[config.mk]
export PLATFORM = sky130hd
export DESIGN_NAME = dma2d_addr_gen
export DESIGN_NICKNAME = d
export VERILOG_FILES = /design/src/rtl/dma2d_pkg.sv /design/src/rtl/dma2d_stride_chk.sv /design/src/rtl/dma2d_counters.sv /design/src/rtl/dma2d_addr.sv /design/src/rtl/dma2d_addr_gen.sv
export SDC_FILE = /design/constraint.sdc
export NUM_CORES = 1
export LEC_CHECK = 0
export ABC_CLOCK_PERIOD_IN_PS = 4350
export BUFFER_PORTS_ARGS = -buffer_cell sky130_fd_sc_hd__buf_2
export CAP_MARGIN = 20
export CORE_UTILIZATION = 47
export DETAILED_ROUTE_END_ITERATION = 10
export GPL_TIMING_DRIVEN = 0
export PLACE_DENSITY = 0.78
export SYNTH_ARGS = -nofsm -noshare
export SYNTH_HDL_FRONTEND = slang
export SYNTH_SLANG_ARGS = --single-unit
[constraint.sdc]
create_clock -name clk -period 4.35 [get_ports clk]
set_clock_uncertainty 0.05 [all_clocks]
set_input_delay 0.435 -clock clk [delete_from_list [all_inputs] [get_ports clk]]
set_output_delay 0.435 -clock clk [all_outputs]
set_load 0.01 [all_outputs]
[src/rtl/dma2d_pkg.sv]
package dma2d_pkg;

    typedef enum logic [1:0] {
        FLOW_STOP = 2'd0,
        FLOW_AUTO = 2'd1,
        FLOW_DESC = 2'd2
    } flow_e;

    typedef enum logic [1:0] {
        ST_IDLE   = 2'd0,
        ST_ACTIVE = 2'd1,
        ST_WAIT   = 2'd2
    } chan_st_e;

    typedef struct packed {
        logic load;
        logic step;
        logic row_end;
        logic work_end;
    } ctl_s;

    function automatic logic [2:0] size_bytes(input logic [1:0] code);
        case (code)
            2'd0:    return 3'd1;
            2'd1:    return 3'd2;
            default: return 3'd4;
        endcase
    endfunction

endpackage

[src/rtl/dma2d_stride_chk.sv]
module dma2d_stride_chk #(
    parameter int AW = 32,
    parameter int MW = 16
) (
    input  logic [1:0]    elem_size,
    input  logic [MW-1:0] x_mod,
    input  logic [AW-1:0] start_addr,
    output logic          bad
);
    import dma2d_pkg::*;

    logic [2:0]    nbytes;
    logic [MW-1:0] mag;
    logic          misaligned;

    always_comb begin
        nbytes     = size_bytes(elem_size);
        mag        = x_mod[MW-1] ? (~x_mod + 1'b1) : x_mod;
        misaligned = (start_addr[2:0] & (nbytes - 3'd1)) != 3'd0;
        bad        = (mag != MW'(nbytes)) || misaligned;
    end
endmodule

[src/rtl/dma2d_counters.sv]
module dma2d_counters #(
    parameter int CW = 16
) (
    input  logic          clk,
    input  logic          rst,
    input  logic          load,
    input  logic          step,
    input  logic          two_d,
    input  logic [CW-1:0] x_prog,
    input  logic [CW-1:0] y_prog,
    output logic [CW-1:0] cur_x,
    output logic [CW-1:0] cur_y,
    output logic          row_last,
    output logic          more_rows
);
    logic [CW-1:0] x_eff, y_eff;

    always_comb begin
        x_eff     = (x_prog == '0) ? '1 : x_prog;
        y_eff     = (y_prog == '0) ? '1 : y_prog;
        row_last  = (cur_x == CW'(1));
        more_rows = two_d && (cur_y > CW'(1));
    end

    always_ff @(posedge clk) begin
        if (rst) begin
            cur_x <= '0;
            cur_y <= '0;
        end else if (load) begin
            cur_x <= x_eff;
            cur_y <= y_eff;
        end else if (step) begin
            if (!row_last) begin
                cur_x <= cur_x - 1'b1;
            end else if (more_rows) begin
                cur_x <= x_eff;
                cur_y <= cur_y - 1'b1;
            end else begin
                cur_x <= '0;
            end
        end
    end

    p_x_dec_r2: assert property (@(posedge clk) disable iff (rst)
        (step && !load && !row_last) |=> (cur_x == $past(cur_x) - 1'b1));

    p_y_dec_r3: assert property (@(posedge clk) disable iff (rst)
        (step && !load && row_last && more_rows) |=> (cur_y == $past(cur_y) - 1'b1));
endmodule

[src/rtl/dma2d_addr.sv]
module dma2d_addr #(
    parameter int AW = 32,
    parameter int MW = 16
) (
    input  logic          clk,
    input  logic          rst,
    input  logic          load,
    input  logic          step,
    input  logic          row_step,
    input  logic [AW-1:0] start_addr,
    input  logic [MW-1:0] x_mod,
    input  logic [MW-1:0] y_mod,
    output logic [AW-1:0] cur_addr
);
    localparam int EXT = AW - MW;

    logic [AW-1:0] x_ext, y_ext;

    always_comb begin
        x_ext = {{EXT{x_mod[MW-1]}}, x_mod};
        y_ext = {{EXT{y_mod[MW-1]}}, y_mod};
    end

    always_ff @(posedge clk) begin
        if (rst)
            cur_addr <= '0;
        else if (load)
            cur_addr <= start_addr;
        else if (row_step)
            cur_addr <= cur_addr + y_ext;
        else if (step)
            cur_addr <= cur_addr + x_ext;
    end
endmodule

[src/rtl/dma2d_addr_gen.sv]
module dma2d_addr_gen #(
    parameter int AW = 32,
    parameter int CW = 16,
    parameter int MW = 16
) (
    input  logic          clk,
    input  logic          rst,
    input  logic          arm,
    input  logic          elem_ok,
    input  logic          desc_ready,
    input  logic [1:0]    flow_mode,
    input  logic          two_d,
    input  logic          irq_en,
    input  logic [1:0]    elem_size,
    input  logic [AW-1:0] start_addr,
    input  logic [CW-1:0] x_count,
    input  logic [MW-1:0] x_mod,
    input  logic [CW-1:0] y_count,
    input  logic [MW-1:0] y_mod,
    output logic [AW-1:0] cur_addr,
    output logic [CW-1:0] cur_x,
    output logic [CW-1:0] cur_y,
    output logic [CW-1:0] burst_max,
    output logic          irq,
    output logic          reload_req,
    output logic          run,
    output logic          done,
    output logic          cfg_err
);
    import dma2d_pkg::*;

    chan_st_e state;
    ctl_s     ctl;
    logic     row_last, more_rows, bad_cfg;

    dma2d_stride_chk #(.AW(AW), .MW(MW)) u_chk (
        .elem_size (elem_size),
        .x_mod     (x_mod),
        .start_addr(start_addr),
        .bad       (bad_cfg)
    );

    dma2d_counters #(.CW(CW)) u_cnt (
        .clk      (clk),
        .rst      (rst),
        .load     (ctl.load),
        .step     (ctl.step),
        .two_d    (two_d),
        .x_prog   (x_count),
        .y_prog   (y_count),
        .cur_x    (cur_x),
        .cur_y    (cur_y),
        .row_last (row_last),
        .more_rows(more_rows)
    );

    dma2d_addr #(.AW(AW), .MW(MW)) u_addr (
        .clk       (clk),
        .rst       (rst),
        .load      (ctl.load),
        .step      (ctl.step),
        .row_step  (ctl.row_end && more_rows),
        .start_addr(start_addr),
        .x_mod     (x_mod),
        .y_mod     (y_mod),
        .cur_addr  (cur_addr)
    );

    always_comb begin
        ctl.step     = (state == ST_ACTIVE) && elem_ok && !arm;
        ctl.row_end  = ctl.step && row_last;
        ctl.work_end = ctl.row_end && !more_rows;
        ctl.load     = arm
                    || ((state == ST_WAIT) && desc_ready)
                    || (ctl.work_end && (flow_mode == FLOW_AUTO));
        run          = (state != ST_IDLE);
        burst_max    = x_mod[MW-1] ? CW'(1) : cur_x;
    end

    always_ff @(posedge clk) begin
        if (rst) begin
            state      <= ST_IDLE;
            done       <= 1'b0;
            irq        <= 1'b0;
            reload_req <= 1'b0;
            cfg_err    <= 1'b0;
        end else begin
            irq        <= ctl.row_end && irq_en;
            reload_req <= ctl.work_end && (flow_mode != FLOW_STOP);
            if (ctl.load)
                cfg_err <= bad_cfg;
            if (arm) begin
                state <= ST_ACTIVE;
                done  <= 1'b0;
            end else if (state == ST_WAIT) begin
                if (desc_ready)
                    state <= ST_ACTIVE;
            end else if (ctl.work_end) begin
                if (flow_mode == FLOW_STOP) begin
                    state <= ST_IDLE;
                    done  <= 1'b1;
                end else if (flow_mode != FLOW_AUTO) begin
                    state <= ST_WAIT;
                end
            end
        end
    end

    p_done_idle_r5: assert property (@(posedge clk) disable iff (rst)
        done |-> !run);

    p_reload_running_r6: assert property (@(posedge clk) disable iff (rst)
        reload_req |-> run);

    p_wait_no_step_r7: assert property (@(posedge clk) disable iff (rst)
        (state == ST_WAIT) |-> !ctl.step);

    p_idle_hold_r8: assert property (@(posedge clk) disable iff (rst)
        (!run && !arm) |=> ($stable(cur_addr) && $stable(cur_x) && $stable(cur_y)));

    p_irq_source_r4: assert property (@(posedge clk) disable iff (rst)
        (ctl.step && row_last && irq_en) |=> irq);
endmodule

==> results_dict.tcl, run 1 <==
set metrics [dict create \
    rrSetupSlack_ps -70 \
    grt.overflow.total 0 \
    tightestPinTransition_ps 908 \
    synthDominantAreaCellType "sky130_fd_sc_hd__dfxtp_1" \
    first_global_vias 7019 \
    stdcell_count 1248 \
    whs_endpoint "done" \
    synthDominantCellAreaShare_pct 23.5 \
    worstSetupStartpointType "flop" \
    mappedNetlistArea_sq_um 5960 \
    cts.htree.levels 3 \
    floorplan.rows 40 \
    ios 192 \
    drt.antenna.violating_nets 0 \
    detail_route.first_pass.iterations 5 \
    cts.hold.buffers_added 0 \
    clock_latency_ps 340 \
    power_density_nw_per_um2 293 \
    setup_repair_after_global_routing_missed_its_margin "yes" \
    syn-mean-instance-area_sq_um 7.08 \
    ys_warn_count 0 \
    die_span_in_x_microns 115 \
    clock-sinks 70 \
    ys_flop_type "sky130_fd_sc_hd__dfxtp_1" \
    drive_above_1_share_pct 32.7 \
    die-area_sq_um 13100 \
    yosysUniqueCellTypes 72 \
    synth_async_sr_flop_share_pct 0 \
    ir_worst_vdd_mv 0.221 \
    slew_headroom_pct 39.3 \
    worst-endpoint-required_ps 4500 \
    status "complete, but fails checks" \
    gpl.final_weighted_congestion 0.949 \
    end_of_the_worst_register_to_register_path "u_addr.cur_addr[26]" \
    cts_made_buffers 9 \
    hold_start "arm" \
    netlist_instances 842 \
    placedCellCount 1201 \
    setup-violations-final 3 \
    fin_worst_hold_slack_ps 279 \
    post_route_total_power_mw 2.42 \
    min_period_ps 4420 \
    setup.worst_path.end_class "flop" \
    postLayoutSetupSlackWorst_ps -70.2 \
    hold-path-cell-count 2 \
    drt-total-wl_microns 23300 \
    synth_nets 988 \
    synth_top_cells_by_area "sky130_fd_sc_hd__dfxtp_1 24%, sky130_fd_sc_hd__ha_1 8.0%, sky130_fd_sc_hd__nand2_1 6.7%" \
    regToRegStartpoint "u_cnt.cur_y[11]" \
    ff_to_ff_path_depth 23 \
    setup-tns-final_ps -128 \
    final_nets 1219 \
    detail_route.wl_per_cell_microns 18.7 \
    track_usage_pct 33.8 \
    path_clk_slew_ps 60 \
    die_h_microns 115 \
    fmax_mhz 226 \
    layout_worst_path_cycle_share_pct 102 \
    synth_enable_flop_cells 0 \
    hpwlAfterDp_microns 16200 \
    min-delay-path-class "in2reg" \
    ys_ff_latch 70 \
    first_iter_violations 831 \
    clockRootBuffer "sky130_fd_sc_hd__clkbuf_16" \
    criticalPathCategory "reg2reg" \
    area.growth.synth_to_final_pct 38.6 \
    hold_viol 0 \
    timing.critical_path.arrival_ps 4570 \
    power.static_leakage_nw 3.56 \
    grt_antenna_before_repair 2 \
    core_region_area_sq_um 12200 \
    floorplan.initialDensity_pct 48.8 \
    grt_start_max_net_pins 12 \
    grt_pass1_wl_microns 34700 \
    maxCapViolations 0 \
    max-clock-path-buffers 2 \
    violations_in_the_final_reports "setup timing" \
    placement.io_buffers 190 \
    post-route-drc-count 0 \
    final_util_pct 67.6 \
    via_count 7698 \
    path_max_fanout 5 \
    route.detailed.vias_per_inst 6.17 \
    drv_slew 0 \
    synth.yosys.seq_area_share_pct 23.5 \
    cts_tree "built" \
]
## state kept, by name (all words and copies together), names as in the netlist
name and count:
done 1, u_addr.cur_addr 32, cfg_err 1, u_cnt.cur_x 16
u_cnt.cur_y 16, state 2, irq 1, reload_req 1
## cell usage after synthesis (12+ instances only)
cell and instances:
sky130_fd_sc_hd__xor2_1 14, sky130_fd_sc_hd__nand3_1 25, sky130_fd_sc_hd__xnor2_1 20, sky130_fd_sc_hd__inv_1 18, sky130_fd_sc_hd__nor4_1 17, sky130_fd_sc_hd__dfxtp_1 70
sky130_fd_sc_hd__a211oi_1 25, sky130_fd_sc_hd__o21ai_0 68, sky130_fd_sc_hd__nor3_1 34, sky130_fd_sc_hd__nand4_1 12, sky130_fd_sc_hd__nor2b_1 24, sky130_fd_sc_hd__a21o_1 13
sky130_fd_sc_hd__a21oi_1 75, sky130_fd_sc_hd__nor2_1 100, sky130_fd_sc_hd__nand2_1 106, sky130_fd_sc_hd__clkbuf_1 32, sky130_fd_sc_hd__ha_1 38
## per-stage QoR
stage                     worst slack, ps  cell area [sq um]
final                               -70.2               8260
after global placement               -880               7130
after CTS                            1.53               7940
after floorplan                      5.46               5970
after global routing                 -226               8260
after detailed placement             -899               7140
## what timing repair did
item,in CTS,in global routing
setup endpoints to repair,27,16
cloned,1,0
gates resized for setup,68,56
pin swaps,27,44
buffers inserted,19,16
## worst max-delay path: stages (launching register included)
cell	delay, ps
sky130_fd_sc_hd__dfxtp_4	360
sky130_fd_sc_hd__or4_4	520
sky130_fd_sc_hd__or2_4	260
sky130_fd_sc_hd__o41ai_4	200
sky130_fd_sc_hd__buf_4	200
sky130_fd_sc_hd__buf_4	130
sky130_fd_sc_hd__nor3_4	40
sky130_fd_sc_hd__buf_8	150
sky130_fd_sc_hd__nand2_2	70
sky130_fd_sc_hd__o21ai_2	50
sky130_fd_sc_hd__ha_2	200
sky130_fd_sc_hd__inv_2	60
sky130_fd_sc_hd__fa_2	220
sky130_fd_sc_hd__nor2b_4	50
sky130_fd_sc_hd__o31a_1	280
sky130_fd_sc_hd__o22ai_4	280
sky130_fd_sc_hd__nor4_4	90
sky130_fd_sc_hd__nor2_2	210
sky130_fd_sc_hd__buf_6	150
sky130_fd_sc_hd__a211oi_4	60
sky130_fd_sc_hd__buf_4	150
sky130_fd_sc_hd__or3_1	340
sky130_fd_sc_hd__nand3_1	90
sky130_fd_sc_hd__a21oi_1	50
## cell usage in the layout, fill, tap and decap left out, drive strengths merged, types with 10 or more instances in the layout
master and instances:
a21o 14, ha 38, inv 18, xor2 14, dfxtp 70, a21oi 76, clkbuf 38, nor2 101
buf 239, a211oi 25, nor3 38, nand4 12, nor2b 24, nor4 17, o21ai 72, xnor2 20
a31oi 10, nand2 107, nand3 26
## worst max path at each step
stage / from / endpoint / slack [ps]
3_5_place_dp: u_cnt.cur_y[4] / u_addr.cur_addr[29] / -900
6_report: u_cnt.cur_y[11] / u_addr.cur_addr[26] / -70
4_1_cts: u_cnt.cur_y[13] / u_addr.cur_addr[31] / 2
2_1_floorplan: u_cnt.cur_y[10] / u_addr.cur_addr[28] / 5
3_3_place_gp: u_cnt.cur_y[4] / u_addr.cur_addr[28] / -880
5_1_grt: u_cnt.cur_y[1] / u_addr.cur_addr[30] / -230
## report_power, final
group / internal (mW) / switching [mW]
logic: 0.370 / 0.482
clock network: 0.517 / 0.299
registers: 0.688 / 0.0645
## layer usage
metal	global-route usage, %	routed length, microns	share of wire (%)
met5	0	0	0
met2	55.7	10700	46
met3	6.35	2330	10
met1	42.6	9260	40
met4	16.3	965	4.1
## cell families after synthesis
family,after synthesis,share of synthesized area (%)
AO/OA/AOI/OAI,256,27.3
XOR/XNOR,34,4.99
adder cells (fa/ha/maj),39,8.31
buffers and inverters,63,4.49
flip-flops,70,23.5
multiplexers,4,0.714
AND/OR/NAND/NOR,376,30.7
## cell type report
cell class | instances | area [sq um]
plain buffers | 39 | 216
fillers | 1070 | 3950
diodes | 2 | 5.00
inverters | 18 | 67.6
repair buffers | 226 | 1250
well taps | 168 | 210
flip-flops and latches | 70 | 1410
clock inverters | 4 | 70.1
multi-input cells | 709 | 4780
clock buffers | 12 | 246
(Power assumes the default switching activity.)
==> run 2, diff against run 1 <==
--- a/config.mk
+++ b/config.mk
@@ -11,7 +11,7 @@
 export CORE_UTILIZATION = 47
 export DETAILED_ROUTE_END_ITERATION = 10
 export GPL_TIMING_DRIVEN = 0
-export PLACE_DENSITY = 0.78
+export PLACE_DENSITY = 0.87
 export SYNTH_ARGS = -nofsm -noshare
 export SYNTH_HDL_FRONTEND = slang
 export SYNTH_SLANG_ARGS = --single-unit
==> results_dict.tcl, run 2 (synthesized netlist as in run 1, its figures left out) <==
set metrics [dict create \
    status "complete, but fails checks" \
    violations_in_the_final_reports "setup timing" \
    track_usage_pct 35.2 \
    ir_worst_vdd_mv 0.245 \
    grt_start_max_net_pins 12 \
    cpLargestDelayFamily "compound AO/OA/AOI/OAI gates" \
    grt_pass1_wl_microns 35800 \
    setup-violations-final 8 \
    most_used_cells_in_the_layout_excluding_fill_and_tap_cells "195 x sky130_fd_sc_hd__buf_2, 95 x sky130_fd_sc_hd__nor2_1, 94 x sky130_fd_sc_hd__nand2_1, 67 x sky130_fd_sc_hd__a21oi_1, 63 x sky130_fd_sc_hd__dfxtp_1" \
    path_max_fanout 5 \
    gpl.final_weighted_congestion 0.954 \
    setup.worst_path.end_class "flop" \
    power.static_leakage_nw 3.60 \
    hpwlAfterDp_microns 16200 \
    regMostFlops "u_addr.cur_addr" \
    regs_by_ff_count "u_addr.cur_addr: 32 flops, u_cnt.cur_x: 16 flops, u_cnt.cur_y: 16 flops" \
    max-clock-path-buffers 2 \
    first_global_vias 7320 \
    cts_made_buffers 9 \
    maxCapViolations 0 \
    ios 192 \
    route.detailed.vias_per_inst 6.40 \
    hold_viol 0 \
    final_common_cell "sky130_fd_sc_hd__buf_2" \
    multi_input_comb_area_sq_um 4930 \
    setup_repair_after_global_routing_missed_its_margin "yes" \
    drt.antenna.violating_nets 0 \
    core_region_area_sq_um 12200 \
    fin_worst_hold_slack_ps 260 \
    tightestPinTransition_ps 858 \
    cts.htree.levels 3 \
    setup-tns-final_ps -1120 \
    final_cell_area_sq_um 8430 \
    clock-sinks 70 \
    timing.critical_path.arrival_ps 4750 \
    floorplan.rows 40 \
    clock_latency_ps 350 \
    worstSetupStartpointType "flop" \
    layout_worst_path_cycle_share_pct 105 \
    max_reg_flops 32 \
    post-route-drc-count 0 \
    worst-endpoint-required_ps 4510 \
    criticalPathCategory "reg2reg" \
    fillCellCount 989 \
    detail_route.wl_per_cell_microns 20.1 \
    post_route_total_power_mw 2.41 \
    crit_chain "or3_4 > nor4_4 > nand4_1 > buf_4 > nor3_4 > buf_8 > nand2_1 > o21ai_1 > ha_2 > inv_2 > fa_2 > nor2b_2 > o31a_1 > o22ai_4 > o31ai_4 > a21oi_2 > o311ai_2 > xor2_1 > a222oi_1 > nor2_1" \
    grt_antenna_before_repair 2 \
    area.growth.synth_to_final_pct 41.4 \
    drv_slew 0 \
    cp.depth 20 \
    worst_path_max_delay_cell "sky130_fd_sc_hd__or3_4" \
    cp_slowest_stage_delay_ps 410 \
    postLayoutSetupSlackWorst_ps -239 \
    min-delay-path-class "in2reg" \
    floorplan.initialDensity_pct 48.8 \
    die_h_microns 115 \
    grt.overflow.total 0 \
    path_clk_slew_ps 60 \
    detail_route.first_pass.iterations 6 \
    power_density_nw_per_um2 286 \
    via_count 8036 \
    die_span_in_x_microns 115 \
    die-area_sq_um 13100 \
    drive_above_1_share_pct 34.9 \
    cts.hold.buffers_added 0 \
    fmax_mhz 218 \
    min_period_ps 4590 \
    final_nets 1227 \
    clockRootBuffer "sky130_fd_sc_hd__clkbuf_16" \
    hold-path-cell-count 2 \
    placed_cell_area_sq_um 7140 \
    seqCellArea_sq_um 1420 \
    ff_to_ff_path_depth 20 \
    drt-total-wl_microns 25200 \
    timing.critical_path.buf_inv 3 \
    placement.io_buffers 190 \
    cts_tree "built" \
    first_iter_violations 1363 \
    slew_headroom_pct 42.6 \
]
run 2: final cells by class:
type	instances	area share [%]
Multi-Input combinational cell	709	58.5
Sequential cell	70	16.8
Clock buffer	13	3.21
Tap cell	168	2.49
Clock inverter	3	0.208
Timing Repair Buffer	235	15.4
Buffer	38	2.52
Antenna cell	2	0.0594
Inverter	18	0.802
run 2: through the flow:
stage / util [%] / std cells / worst slack [ps]
after global placement: 58.4 / 1200 / -862
after detailed placement: 58.5 / 1201 / -916
after CTS: 64.9 / 1235 / 10.1
after global routing: 69.0 / 1256 / -353
final: 69.0 / 1256 / -239
after floorplan: - / 842 / 5.46
run 2: per-layer routing:
layer / share of wire, % / global-route usage, %
met1: 36 / 41.1
met2: 46 / 58.0
met3: 10 / 7.31
met4: 7.3 / 23.5
met5: 0 / 0
run 2: path summary, 6_finish.rpt:
check | startpoint | to | slack, ps
setup / recovery | u_cnt.cur_x[9] | u_addr.cur_addr[18] | -240
hold / removal | arm | done | 260
setup reg to reg | u_cnt.cur_x[9] | u_addr.cur_addr[18] | -240
hold reg to reg | u_cnt.cur_x[8] | u_cnt.cur_x[8] | 460
run 2: repair_timing:
item,in CTS,in global routing
resized for setup,66,85
cloned,1,0
setup buffers,23,21
pin swaps,24,62
setup endpoints to repair,26,23
run 2: where the power goes:
group	internal [mW]	leakage, nW	switching (mW)
Sequential	0.689	0.582	0.0660
Combinational	0.395	2.88	0.527
Clock	0.431	0.142	0.301
